==> config.mk <==
export PLATFORM = sky130hd
export DESIGN_NAME = hdx_cmd_master
export DESIGN_NICKNAME = d
export VERILOG_FILES = /design/src/rtl/hdx_pkg.sv /design/src/rtl/hdx_tail_timer.sv /design/src/rtl/hdx_rsp_capture.sv /design/src/rtl/hdx_cmd_master.sv
export SDC_FILE = /design/constraint.sdc
export NUM_CORES = 1
export LEC_CHECK = 0
export CAP_MARGIN = 20
export CORE_ASPECT_RATIO = 0.75
export CORE_MARGIN = 5
export CORE_UTILIZATION = 35
export CTS_BUF_LIST = sky130_fd_sc_hd__clkbuf_8 sky130_fd_sc_hd__clkbuf_16
export DETAILED_ROUTE_END_ITERATION = 8
export DONT_BUFFER_PORTS = 1
export PLACE_DENSITY = 0.52
export RECOVER_POWER = 100
export SLEW_MARGIN = 10
export SYNTH_ARGS = -nofsm -noshare
export SYNTH_HDL_FRONTEND = slang
export SYNTH_SLANG_ARGS = --single-unit
==> constraint.sdc <==
create_clock -name clk -period 1.8 [get_ports clk]
set_input_delay 0.27 -clock clk [delete_from_list [all_inputs] [get_ports clk]]
set_output_delay 0.27 -clock clk [all_outputs]
set_load 0.05 [all_outputs]
==> src/rtl/hdx_pkg.sv <==
package hdx_pkg;

    typedef enum logic [2:0] {
        S_IDLE,
        S_CMD,
        S_GAP,
        S_RSP,
        S_TAIL
    } hdx_state_e;

endpackage

==> src/rtl/hdx_tail_timer.sv <==
module hdx_tail_timer #(
    parameter int TAIL_W = 2
) (
    input  logic              clk,
    input  logic              rst_n,
    input  logic              tick,
    input  logic              load,
    input  logic [TAIL_W-1:0] extra,
    output logic              expire
);
    localparam int CW = TAIL_W + 1;

    logic [CW-1:0] cnt;

    // Counts two half-periods per unit of extra hold; expiry on the tick after zero
    always_ff @(posedge clk or negedge rst_n) begin
        if (!rst_n)
            cnt <= '0;
        else if (load)
            cnt <= {extra, 1'b0};
        else if (tick && cnt != '0)
            cnt <= cnt - CW'(1);
    end

    assign expire = tick && !load && (cnt == '0);

endmodule

==> src/rtl/hdx_rsp_capture.sv <==
module hdx_rsp_capture #(
    parameter int W = 8
) (
    input  logic         clk,
    input  logic         rst_n,
    input  logic         shift_en,
    input  logic         din,
    input  logic         finish,
    input  logic         incl_din,
    input  logic         lsb_first,
    output logic [W-1:0] data,
    output logic         valid
);
    logic [W-1:0] sh;
    logic [W-1:0] word;
    logic [W-1:0] word_rev;

    // Final sample arrives in the same cycle as finish when incl_din is set
    always_comb begin
        word = incl_din ? {sh[W-2:0], din} : sh;
        for (int i = 0; i < W; i++)
            word_rev[i] = word[W-1-i];
    end

    always_ff @(posedge clk or negedge rst_n) begin
        if (!rst_n) begin
            sh    <= '0;
            data  <= '0;
            valid <= 1'b0;
        end else begin
            if (shift_en)
                sh <= {sh[W-2:0], din};
            valid <= finish;
            if (finish)
                data <= lsb_first ? word_rev : word;
        end
    end

    AST_RSP_ONE_CYCLE: assert property (@(posedge clk) disable iff (!rst_n)
        valid |=> !valid);

endmodule

==> src/rtl/hdx_cmd_master.sv <==
module hdx_cmd_master
    import hdx_pkg::*;
#(
    parameter int BYTE_W = 8,
    parameter int RSP_W  = 8,
    parameter int TAIL_W = 2
) (
    input  logic                clk,
    input  logic                rst_n,
    input  logic                half_tick,
    input  logic                cfg_fmt2,
    input  logic                cfg_lsb_first,
    input  logic                cfg_b2b,
    input  logic [TAIL_W-1:0]   cfg_tail,
    input  logic                req_valid,
    output logic                req_ready,
    input  logic                req_read,
    input  logic                req_two_byte,
    input  logic [2*BYTE_W-1:0] req_cmd,
    output logic                rsp_valid,
    output logic [RSP_W-1:0]    rsp_data,
    output logic                mw_cs_n,
    output logic                mw_sclk,
    output logic                mw_mosi,
    input  logic                mw_miso
);
    localparam int CMD_W  = 2 * BYTE_W;
    localparam int MAXB   = (CMD_W > RSP_W) ? CMD_W : RSP_W;
    localparam int CNT_W  = $clog2(MAXB);
    localparam int CIDX_W = $clog2(CMD_W);

    hdx_state_e state, state_nx;

    logic [CMD_W-1:0]  cmd_q;
    logic              two_q, lsb_q, fmt2_q, rd_q;
    logic [TAIL_W-1:0] tail_q;
    logic [CNT_W-1:0]  bit_cnt;
    logic              sclk_q, cs_n_q, mosi_q;

    logic active, tick_rise, tick_fall;
    logic last_cmd, last_rsp, cmd_done, rsp_done, frame_end;
    logic chain_ok, accept, tail_expire;

    function automatic logic pick_bit(input logic [CMD_W-1:0] c, input logic two,
                                      input logic lsb, input logic [CNT_W-1:0] k);
        logic [CNT_W-1:0] top_i;
        logic [CNT_W-1:0] pos;
        top_i = two ? CNT_W'(CMD_W - 1) : CNT_W'(BYTE_W - 1);
        pos   = lsb ? k : (top_i - k);
        return c[CIDX_W'(pos)];
    endfunction

    always_comb begin
        active    = (state == S_CMD) || (state == S_GAP) || (state == S_RSP);
        tick_rise = half_tick && active && !sclk_q;
        tick_fall = half_tick && active && sclk_q;
        last_cmd  = bit_cnt == (two_q ? CNT_W'(CMD_W - 1) : CNT_W'(BYTE_W - 1));
        last_rsp  = bit_cnt == CNT_W'(RSP_W - 1);
        cmd_done  = (state == S_CMD) && tick_fall && last_cmd;
        rsp_done  = (state == S_RSP) && tick_fall && last_rsp;
        frame_end = (cmd_done && !rd_q) || rsp_done;
        chain_ok  = frame_end && !fmt2_q && cfg_b2b;
        req_ready = ((state == S_IDLE) && half_tick) || chain_ok;
        accept    = req_valid && req_ready;
    end

    // Next-state logic
    always_comb begin
        state_nx = state;
        unique case (state)
            S_IDLE: if (accept) state_nx = S_CMD;
            S_CMD:
                if (cmd_done) begin
                    if (rd_q)        state_nx = fmt2_q ? S_RSP : S_GAP;
                    else if (accept) state_nx = S_CMD;
                    else             state_nx = S_TAIL;
                end
            S_GAP:  if (tick_fall) state_nx = S_RSP;
            S_RSP:  if (rsp_done) state_nx = accept ? S_CMD : S_TAIL;
            S_TAIL: if (tail_expire) state_nx = S_IDLE;
            default: state_nx = S_IDLE;
        endcase
    end

    // State register
    always_ff @(posedge clk or negedge rst_n) begin
        if (!rst_n) state <= S_IDLE;
        else        state <= state_nx;
    end

    // Output and datapath registers
    always_ff @(posedge clk or negedge rst_n) begin
        if (!rst_n) begin
            cmd_q   <= '0;
            two_q   <= 1'b0;
            lsb_q   <= 1'b0;
            fmt2_q  <= 1'b0;
            rd_q    <= 1'b0;
            tail_q  <= '0;
            bit_cnt <= '0;
            sclk_q  <= 1'b0;
            cs_n_q  <= 1'b1;
            mosi_q  <= 1'b0;
        end else begin
            if (active && half_tick)
                sclk_q <= !sclk_q;
            if ((state == S_CMD) && tick_fall) begin
                if (last_cmd) begin
                    bit_cnt <= '0;
                end else begin
                    bit_cnt <= bit_cnt + CNT_W'(1);
                    mosi_q  <= pick_bit(cmd_q, two_q, lsb_q, bit_cnt + CNT_W'(1));
                end
            end
            if ((state == S_RSP) && tick_fall)
                bit_cnt <= last_rsp ? '0 : bit_cnt + CNT_W'(1);
            if ((state == S_TAIL) && tail_expire)
                cs_n_q <= 1'b1;
            if (accept) begin
                cmd_q   <= req_cmd;
                two_q   <= req_two_byte;
                lsb_q   <= cfg_lsb_first;
                fmt2_q  <= cfg_fmt2;
                rd_q    <= req_read;
                tail_q  <= cfg_tail;
                bit_cnt <= '0;
                cs_n_q  <= 1'b0;
                mosi_q  <= pick_bit(req_cmd, req_two_byte, cfg_lsb_first, '0);
            end
        end
    end

    assign mw_cs_n = cs_n_q;
    assign mw_sclk = sclk_q;
    assign mw_mosi = mosi_q;

    hdx_tail_timer #(.TAIL_W(TAIL_W)) u_tail (
        .clk    (clk),
        .rst_n  (rst_n),
        .tick   (half_tick),
        .load   (frame_end),
        .extra  (tail_q),
        .expire (tail_expire)
    );

    hdx_rsp_capture #(.W(RSP_W)) u_cap (
        .clk       (clk),
        .rst_n     (rst_n),
        .shift_en  ((state == S_RSP) && (fmt2_q ? tick_fall : tick_rise)),
        .din       (mw_miso),
        .finish    (rsp_done),
        .incl_din  (fmt2_q),
        .lsb_first (lsb_q),
        .data      (rsp_data),
        .valid     (rsp_valid)
    );

    AST_SCLK_PARKED: assert property (@(posedge clk) disable iff (!rst_n)
        mw_cs_n |-> !mw_sclk);
    AST_SCLK_ON_TICK: assert property (@(posedge clk) disable iff (!rst_n)
        !$stable(mw_sclk) |-> $past(half_tick));
    AST_MOSI_HELD_HIGH: assert property (@(posedge clk) disable iff (!rst_n)
        mw_sclk |-> $stable(mw_mosi));
    AST_READY_ON_TICK: assert property (@(posedge clk) disable iff (!rst_n)
        req_ready |-> half_tick);
    AST_CHAIN_KEEPS_CS: assert property (@(posedge clk) disable iff (!rst_n)
        (frame_end && accept) |=> !mw_cs_n);

endmodule

==> impl_metrics.json <==
{
  "status": "finished, violations left",
  "failed_checks": "negative setup slack",
  "crit_slowest_cell": "dfrtp_2",
  "pin_count": 41,
  "drt-wirelength-per-cell_um": 16.7,
  "via_per_inst": 5.10,
  "first_pass_iters": 4,
  "grt_max_degree": 53,
  "clk_latency_ns": 0.31,
  "syn2layout_area_growth_pct": 23.1,
  "whs_ns": 0.0993,
  "cp_num_buf_inv": 2,
  "worstPathCellList": "nor2b_2 > and3_4 > nand3_4 > buf_6 > o21ai_4 > buf_12",
  "track_usage_pct": 13.1,
  "antenna_found_initial": 0,
  "synth_nets": 241,
  "routed_wirelength_um": 5920,
  "drive_gt1_share_pct": 48.2,
  "synth.cell_area_mm2": 0.00274,
  "hold_viol": 0,
  "cp-end-kind": "output pin",
  "max_clock_freq_mhz": 522,
  "tightestPinTransition_ns": 1.18,
  "clock-sinks": 52,
  "num_vias": 1807,
  "maxCapViolCount": 0,
  "cts_buffers": 5,
  "synth-seq-cells": 52,
  "synthCells": 210,
  "max_stage_delay_ns": 0.46,
  "synth_cell_types": 44,
  "ys_warn_count": 0,
  "die_area_mm2": 0.00972,
  "fin_skew_ns": 0.00491,
  "gp_congestion": 0.799,
  "dp_slack_ns": -0.0791,
  "cp_max_fo": 5,
  "drc": 0,
  "core_mm2": 0.00774,
  "period_share_pct": 106,
  "final_net_count": 279,
  "powerDensity_mw_per_mm2": 1580,
  "cts_tree": "yes",
  "cts_max_path_buffers": 2,
  "dp_hpwl_um": 4200,
  "p_total_w": 0.00533,
  "ir_worst_vdd_v": 0.000733,
  "timing.setup.tns_ns": -1.93,
  "n_fill_cell": 716,
  "n_antenna_cell": 0,
  "start_util_pct": 35.4,
  "rsz0062_at_grt": "yes",
  "criticalPathCategory": "reg2out",
  "worst_slack_ns": -0.117,
  "cts_root_buf": "clkbuf_8",
  "grt_pass1_wl_um": 10200,
  "start_kind": "flip-flop",
  "crit_family": "simple AND/OR/NAND/NOR gates",
  "drtAntennaViolNets": 0,
  "drtIter0Drc": 76,
  "seqCellArea_mm2": 0.00131,
  "cts_htree_levels": 2,
  "final_common_cell": "dfrtp_1",
  "seq_area_frac_synth_pct": 47.5,
  "gr-total-overflow": 0,
  "worstPathArrival_ns": 1.65,
  "netlist.area_leader.share_pct": 46.6,
  "grt_pass1_vias": 1896,
  "hp-class": "in2reg",
  "p_leak_nw": 1.47,
  "die_x_um": 112,
  "die_y_um": 86.6,
  "period_needed_ns": 1.92,
  "slew-limit-headroom_pct": 21.4,
  "finalMaxSlewViolations": 0,
  "avgSynthCellArea_um2": 13.0,
  "synth_area_leader_cell": "dfrtp_1",
  "rows": 28,
  "layout_common_cells": "dfrtp_1, buf_4, mux2_2",
  "cp.required_ns": 1.53,
  "clk_pin_slew_ns": 0.10,
  "final-setup-viol-count": 22,
  "port_buffers": 0,
  "netlist_top_cells_area": "dfrtp_1, mux2_2, mux4_2",
  "multi_input_area_mm2": 0.00147
}
## state kept, by name, indices dropped and copies added, names as in the netlist
name and flops:
u_cap.data 8, lsb_q 1, u_cap.sh 8, bit_cnt 4, rd_q 1, state 3
mw_cs_n 1, fmt2_q 1, two_q 1, mw_mosi 1, mw_sclk 1, u_tail.cnt 3
cmd_q 16, tail_q 2, u_cap.valid 1
## cell families after synthesis
group / synth area share (%)
AND/OR/NAND/NOR: 9.09
AO/OA/AOI/OAI: 7.31
flip-flops: 47.5
adder cells (fa/ha/maj): 1.37
buffers and inverters: 3.20
XOR/XNOR: 4.29
multiplexers: 27.2
## worst paths after layout
kind | from | endpoint | slack, ns | cells past startpoint
max in group asynchronous | rst_n | lsb_q | 0.21 | 2
worst max register to register | state[2] | two_q | -0.11 | 7
worst min-delay path | req_read | rd_q | 0.1 | 2
worst min register to register | tail_q[0] | tail_q[0] | 0.51 | 1
min in group asynchronous | rst_n | u_cap.data[2] | 0.81 | 2
worst max-delay path | state[2] | req_ready | -0.12 | 6
## worst reg2reg max path, stage by stage (launching register included)
cell and delay, ns:
dfrtp_2 0.46, nor2b_2 0.16, and3_4 0.23, nand3_4 0.08, buf_4 0.15, a21oi_4 0.16
buf_12 0.20, mux2_2 0.37
## layout make-up
class | instances | area share (%)
inverter | 6 | 0.668
multi-input combinational | 143 | 43.7
clock inverter | 2 | 0.408
timing repair buffer | 40 | 10.1
clock buffer | 6 | 2.45
tap | 105 | 3.89
sequential | 52 | 38.8
## Yosys cell counts (all sizes together)
cell    number
a21bo        1
nor2        11
a21oi        7
xnor3        1
a32oi        1
inv          6
o32ai        1
mux2        40
ha           3
o21ai        8
o21a         1
mux4        10
o21ba        1
nand4        1
xor2         1
dfrtp       51
nand2       12
mux2i        7
nor2b        3
nand4b       1
xnor2        9
nand3        4
nand3b       1
dfstp        1
nand2b       3
and2         2
nor3         2
buf          9
o311ai       1
o211ai       1
nor4         1
a211oi       3
a31oi        2
o22ai        2
and3         2
## power breakdown
| part | total [W] | switching, W | internal [W] |
|---|---|---|---|
| clock | 0.000718 | 0.000403 | 0.000315 |
| combinational | 0.00271 | 0.00113 | 0.00158 |
| sequential | 0.00190 | 0.000359 | 0.00154 |
## routing by layer
metal / routed length [µm] / global-route usage [%] / vias up
met5: 0 / 0 / -
met2: 2450 / 17.8 / 42
met3: 442 / 5.51 / 8
met1: 2970 / 19.2 / 911
li1: - / - / 846
met4: 65 / 3.17 / 0
## repair_timing
action,4_1_cts,5_1_grt
buffers inserted,4,7
pin swaps,3,6
setup endpoints to repair,20,28
gates resized for setup,9,9
hold endpoints to repair,52,0
hold buffers,2,0
gates cloned,0,0
## metrics by stage
step	utilization, %	cell area, µm²	instances
2_1_floorplan	-	2810	210
3_3_place_gp	40.2	3110	334
3_5_place_dp	40.2	3110	334
4_1_cts	42.8	3320	348
5_1_grt	43.6	3370	354
6_report	43.6	3370	354
Note: power is estimated with default switching activity, not from simulation.
